## config.mk

```make
export PLATFORM = sky130hd
export DESIGN_NAME = periodic_tick_timer
export DESIGN_NICKNAME = d
export VERILOG_FILES = /design/src/rtl/ptt_pkg.sv /design/src/rtl/ptt_prescaler.sv /design/src/rtl/ptt_counter.sv /design/src/rtl/ptt_irq.sv /design/src/rtl/periodic_tick_timer.sv
export SDC_FILE = /design/constraint.sdc
export NUM_CORES = 1
export LEC_CHECK = 0
export BUFFER_PORTS_ARGS = -buffer_cell sky130_fd_sc_hd__buf_2
export CORE_ASPECT_RATIO = 1.75
export CORE_MARGIN = 8
export CORE_UTILIZATION = 56
export DETAILED_ROUTE_END_ITERATION = 10
export GPL_TIMING_DRIVEN = 0
export PLACE_DENSITY = 0.91
export SLEW_MARGIN = 20
export SYNTH_ARGS = -nofsm -noshare
export SYNTH_HDL_FRONTEND = slang
export SYNTH_SLANG_ARGS = --single-unit
```

## constraint.sdc

```tcl
create_clock -name clk -period 2.8 [get_ports clk]
set_input_delay 0.14 -clock clk [delete_from_list [all_inputs] [get_ports clk]]
set_output_delay 0.14 -clock clk [all_outputs]
set_load 0.005 [all_outputs]
```

## src/rtl/ptt_pkg.sv

```systemverilog
package ptt_pkg;

  typedef enum logic [1:0] {
    OP_NONE = 2'd0,
    OP_LOAD = 2'd1,
    OP_RUN  = 2'd2,
    OP_STOP = 2'd3
  } ptt_op_e;

  localparam int unsigned A_DIVISOR = 0;
  localparam int unsigned A_CONTROL = 1;
  localparam int unsigned A_COUNT   = 2;
  localparam int unsigned A_MASK    = 3;
  localparam int unsigned A_STATUS  = 4;
  localparam int unsigned A_ACK     = 5;

  // clock cycles per counter step for a rate code; 0 means no stepping
  function automatic int unsigned tick_period(input int unsigned code,
                                              input int unsigned step_log2);
    if (code == 0) return 0;
    return 32'd1 << (step_log2 * (code - 1));
  endfunction

endpackage

```

## src/rtl/ptt_prescaler.sv

```systemverilog
module ptt_prescaler #(
  parameter int FREQ_W   = 2,
  parameter int PRE_STEP = 2
) (
  input  logic              clk,
  input  logic              rst_n,
  input  logic              restart,
  input  logic              enable,
  input  logic [FREQ_W-1:0] freq,
  output logic              tick
);
  localparam int NCODES     = 1 << FREQ_W;
  localparam int MAX_PERIOD = 1 << (PRE_STEP * (NCODES - 2));
  localparam int PRE_W      = $clog2(MAX_PERIOD + 1);

  logic [PRE_W-1:0] pre_q;
  logic [PRE_W-1:0] period;

  always_comb begin
    period = PRE_W'(ptt_pkg::tick_period(32'(freq), PRE_STEP));
  end

  assign tick = enable && (period != '0) && (pre_q == period - 1'b1);

  always_ff @(posedge clk) begin
    if (!rst_n)                pre_q <= '0;
    else if (restart || !enable) pre_q <= '0;
    else if (tick)             pre_q <= '0;
    else                       pre_q <= pre_q + 1'b1;
  end
endmodule

```

## src/rtl/ptt_counter.sv

```systemverilog
module ptt_counter #(
  parameter int CNT_W = 32
) (
  input  logic             clk,
  input  logic             rst_n,
  input  logic             load,
  input  logic             advance,
  input  logic [CNT_W-1:0] divisor,
  output logic [CNT_W-1:0] count,
  output logic             wrap_fire
);
  function automatic logic [CNT_W-1:0] step_value(input logic [CNT_W-1:0] cur,
                                                  input logic [CNT_W-1:0] div);
    return (cur <= CNT_W'(1)) ? div : cur - 1'b1;
  endfunction

  logic at_end;
  assign at_end    = advance && (count <= CNT_W'(1));
  assign wrap_fire = at_end && (divisor != '0);

  always_ff @(posedge clk) begin
    if (!rst_n)       count <= '0;
    else if (load)    count <= divisor;
    else if (advance) count <= step_value(count, divisor);
  end
endmodule

```

## src/rtl/ptt_irq.sv

```systemverilog
module ptt_irq (
  input  logic clk,
  input  logic rst_n,
  input  logic set_evt,
  input  logic ack,
  input  logic mask,
  output logic pending,
  output logic masked
);
  always_ff @(posedge clk) begin
    if (!rst_n)       pending <= 1'b0;
    else if (set_evt) pending <= 1'b1;
    else if (ack)     pending <= 1'b0;
  end

  assign masked = pending & mask;
endmodule

```

## src/rtl/periodic_tick_timer.sv

```systemverilog
module periodic_tick_timer #(
  parameter int DATA_W   = 32,
  parameter int CNT_W    = 32,
  parameter int ADDR_W   = 3,
  parameter int FREQ_W   = 2,
  parameter int PRE_STEP = 2
) (
  input  logic              clk,
  input  logic              rst_n,
  input  logic              reg_wr_en,
  input  logic [ADDR_W-1:0] reg_addr,
  input  logic [DATA_W-1:0] reg_wr_data,
  output logic [DATA_W-1:0] reg_rd_data,
  output logic              tick_irq
);
  import ptt_pkg::*;

  localparam int FREQ_LSB = 2;

  logic [CNT_W-1:0]  div_q;
  logic [CNT_W-1:0]  count_q;
  logic [FREQ_W-1:0] freq_q;
  logic              running_q;
  logic              mask_q;

  logic wr_div, wr_ctrl, wr_mask, wr_ack;
  logic ack_pulse, cnt_load, advance, tick, wrap_fire;
  logic irq_flag, irq_masked;
  ptt_op_e op;
  logic [FREQ_W-1:0] freq_new;

  assign wr_div  = reg_wr_en && (32'(reg_addr) == A_DIVISOR);
  assign wr_ctrl = reg_wr_en && (32'(reg_addr) == A_CONTROL);
  assign wr_mask = reg_wr_en && (32'(reg_addr) == A_MASK);
  assign wr_ack  = reg_wr_en && (32'(reg_addr) == A_ACK);

  assign op        = ptt_op_e'(reg_wr_data[1:0]);
  assign freq_new  = reg_wr_data[FREQ_LSB +: FREQ_W];
  assign ack_pulse = wr_ack && reg_wr_data[0];
  assign cnt_load  = wr_ctrl && (op == OP_LOAD);
  assign advance   = tick && running_q && !wr_ctrl;

  always_ff @(posedge clk) begin
    if (!rst_n) begin
      div_q     <= '0;
      freq_q    <= '0;
      running_q <= 1'b0;
      mask_q    <= 1'b0;
    end else begin
      if (wr_div)  div_q  <= reg_wr_data[CNT_W-1:0];
      if (wr_mask) mask_q <= reg_wr_data[0];
      if (wr_ctrl) begin
        freq_q <= freq_new;
        case (op)
          OP_LOAD: running_q <= 1'b0;
          OP_RUN:  running_q <= 1'b1;
          OP_STOP: running_q <= 1'b0;
          default: running_q <= running_q;
        endcase
      end
    end
  end

  ptt_prescaler #(.FREQ_W(FREQ_W), .PRE_STEP(PRE_STEP)) pre_i (
    .clk(clk), .rst_n(rst_n), .restart(wr_ctrl), .enable(running_q),
    .freq(freq_q), .tick(tick)
  );

  ptt_counter #(.CNT_W(CNT_W)) cnt_i (
    .clk(clk), .rst_n(rst_n), .load(cnt_load), .advance(advance),
    .divisor(div_q), .count(count_q), .wrap_fire(wrap_fire)
  );

  ptt_irq irq_i (
    .clk(clk), .rst_n(rst_n), .set_evt(wrap_fire), .ack(ack_pulse),
    .mask(mask_q), .pending(irq_flag), .masked(irq_masked)
  );

  assign tick_irq = irq_masked;

  always_comb begin
    reg_rd_data = '0;
    case (32'(reg_addr))
      A_DIVISOR: reg_rd_data = DATA_W'(div_q);
      A_CONTROL: begin
        reg_rd_data[0] = running_q;
        reg_rd_data[FREQ_LSB +: FREQ_W] = freq_q;
      end
      A_COUNT:   reg_rd_data = DATA_W'(count_q);
      A_MASK:    reg_rd_data[0] = mask_q;
      A_STATUS:  reg_rd_data[0] = irq_masked;
      default:   reg_rd_data = '0;
    endcase
  end
endmodule

```

==> qor.txt <==
Status - finished clean
Final Cell Area - 4960 um2
First-pass GRT wire length - 25,200 um
Yosys warning total - 0
FF+latch count, synth - 74
Largest net degree at the start of global routing - 12
Die Footprint - 10,500 um2
Post-DP Area - 4590 um2
Worst-Skew Late Latency - 350 ps
Clock buffer depth - 2
Cells after synthesis - 542
Pins Over Slew Limit - 0
Post-synth cell types - 67
Syn nets - 585
Pwr dens - 511 nW/um2
Initial Utilization - 57.6%
Synth Area in Compound Gates - 27.1%
I/O Pins - 71
Post-synth EDFFs - 0
Worst slew margin - 42.1%
Crit path capture type - flop
Total leakage power - 1.94 nW
Post-Route WL - 16,200 um
Xor/xnor share of the synthesized area - 0.636%
Sequential share of the synthesized area - 35.8%
Fin crit share - 98.3%
TritonCTS clock tree - yes
DIE WIDTH - 81.0 um
CP max stage delay - 540 ps
Critical Path AT - 3000 ps
Main synth FF type - dfxtp_1
Area Overhead vs Synth - 20.0%
CTS Sinks - 74
TNS Setup - 0 ps
Worst-path clk slew - 60 ps
Via density - 6.86
H-tree Lvls - 3
Slowest CP cell - nor2_1
Mean Syn Cell Area - 7.63 um2
Share of layout cells above drive strength 1 - 17.7%
Die height - 130 um
Worst Hold Class - input port to flop
Nets - 665
Max-Cap Viols - 0
Most frequent CP cell - nor2_1
GP Congestion - 0.984
Crit path kind - flop to flop
Worst path required time - 3050 ps
GRT Util Overall - 31.5%
ANT cells - 0
FP Rows - 41
Root Driver - clkbuf_16
Post-DP HPWL - 11,500 um
Final min period - 2750 ps
Async set-reset flop share out of synthesis - 0%
Main combinational cell family by area after synthesis - simple AND/OR/NAND/NOR gates
Max Fclk - 0.363 GHz
DRT iter0 DRCs - 676
Crit path max fanout - 8
CTS buffer count - 9
Worst vdd ir - 0.000351 V
Final setup vio count - 0
Post-synthesis mux area share - 0.969%
CP startpoint kind - flop
Clock skew - 5.47 ps
Core Footprint - 7180 um2
Slew @ Worst Pin - 860 ps
Remaining Overflow, GRT - 0
Post-Synth Simple-Gate Area - 29.1%
Syn Std Cell Area - 4130 um2
Routed via count - 4,881
Initial antenna violation count - 0
DRC viols - 0
Post-synthesis adder-cell area fraction - 1.51%
Routed len/inst - 22.7 um
Vias in the first global route - 4,742
Final hold viol count - 0
Number of I/O port buffers - 69
Remaining antenna violation count after routing - 0
CP Cell Sequence - inv_1 > ha_1 > nor2_1 > nor4bb_2 > and4b_1 > buf_6 > nor2_1 > o311ai_0 > a41oi_1
DRT Pass-1 Iters - 6
Post-layout util - 69.1%
==> through the flow <==
stage	cells	worst slack, ps	power, mW	hold WS [ps]
6_report	712	47.9	2.54	25.7
5_1_grt	712	-33.0	2.59	43.4
4_1_cts	712	8.31	2.51	28.4
3_5_place_dp	697	-286	1.34	386
3_3_place_gp	697	-209	1.33	376
2_1_floorplan	542	516	1.24	237
==> Yosys cell counts (4+ instances only) <==
| cell type | count | area (um2) |
|---|---|---|
| nand4_1 | 7 | 43.8 |
| nor3b_1 | 5 | 37.5 |
| dfxtp_1 | 74 | 1480 |
| mux2i_1 | 4 | 40.0 |
| nand2_1 | 97 | 364 |
| or3_1 | 6 | 37.5 |
| o21ai_1 | 6 | 30.0 |
| inv_1 | 11 | 41.3 |
| ha_1 | 5 | 62.6 |
| o21ai_0 | 11 | 55.1 |
| buf_2 | 4 | 20.0 |
| o221ai_1 | 5 | 43.8 |
| nor2_1 | 38 | 143 |
| o211ai_1 | 7 | 52.6 |
| or4_1 | 5 | 37.5 |
| a31oi_1 | 4 | 25.0 |
| clkbuf_1 | 32 | 120 |
| a22o_1 | 30 | 263 |
| nor2b_1 | 4 | 25.0 |
| a21oi_1 | 62 | 310 |
| nor4_1 | 17 | 106 |
| nor3_1 | 21 | 105 |
| a22oi_1 | 4 | 30.0 |
| nand3_1 | 17 | 85.1 |
==> cell type report <==
class | instances | area, um2
multi-input cells | 418 | 2510
fillers | 640 | 2220
flip-flops and latches | 74 | 1480
repair buffers | 70 | 353
clock buffers | 13 | 270
plain buffers | 38 | 159
well taps | 86 | 108
inverters | 11 | 41.3
clock inverters | 2 | 35.0
==> cells by family (layout without fill, tap and decap cells) <==
logic type / count (synthesis) / count (layout)
AND/OR/NAND/NOR: 240 / 240
AO/OA/AOI/OAI: 166 / 166
flip-flops: 74 / 74
buffers and inverters: 50 / 134
adder cells (fa/ha/maj): 5 / 5
multiplexers: 4 / 4
XOR/XNOR: 3 / 3
==> cells in the final DEF, fill, tap and decap left out, types with 6 or more instances in the layout <==
cell        n
a22o_1     30
nor3_1     19
a21oi_1    61
o21ai_0    11
o211ai_1    7
clkbuf_16   9
nand4_1     7
nand3_1    17
buf_2      74
clkbuf_1   31
or3_1       6
nand2_1    97
nor4_1     16
nor2_1     37
dfxtp_1    74
inv_1      11
o21ai_1     6
==> metal layers <==
layer	global-route usage [%]	wire length [um]
met5	0	0
met4	20.5	964
met3	6.66	1490
met2	51.8	7930
met1	35.5	5800
==> critical path: cells and delay by family, from the launching register on <==
family | cells | cell delay [ps]
AND/OR/NAND/NOR | 4 | 1050
adder cells (fa/ha/maj) | 1 | 270
flip-flops | 1 | 450
buffers and inverters | 2 | 270
AO/OA/AOI/OAI | 2 | 600
==> final timing paths <==
| kind | end | slack (ps) | start | cells after the start |
|---|---|---|---|---|
| worst max-delay path | cnt_i.count[19] | 50 | cnt_i.count[0] | 9 |
| worst min-delay path | div_q[16] | 30 | reg_wr_data[16] | 3 |
| worst max register to register | cnt_i.count[19] | 50 | cnt_i.count[0] | 9 |
| worst min register to register | pre_i.pre_q[0] | 480 | pre_i.pre_q[0] | 1 |
==> sequential cells by signal (all words and copies together), names as in the netlist <==
name / cells
freq_q: 2
irq_i.pending: 1
running_q: 1
mask_q: 1
cnt_i.count: 32
div_q: 32
pre_i.pre_q: 5
==> what timing repair did <==
item	CTS	global route
setup endpoints to repair	19	31
pin swaps	0	1
buffers inserted	0	1
hold endpoints to repair	0	0
hold buffers	0	0
resized for setup	3	13
==> power by group <==
part | switching [mW] | internal (mW)
clock network | 0.445 | 0.756
registers | 0.0168 | 1.07
logic | 0.171 | 0.0799
total | 0.633 | 1.90
Note: power is estimated with default switching activity, not from simulation.
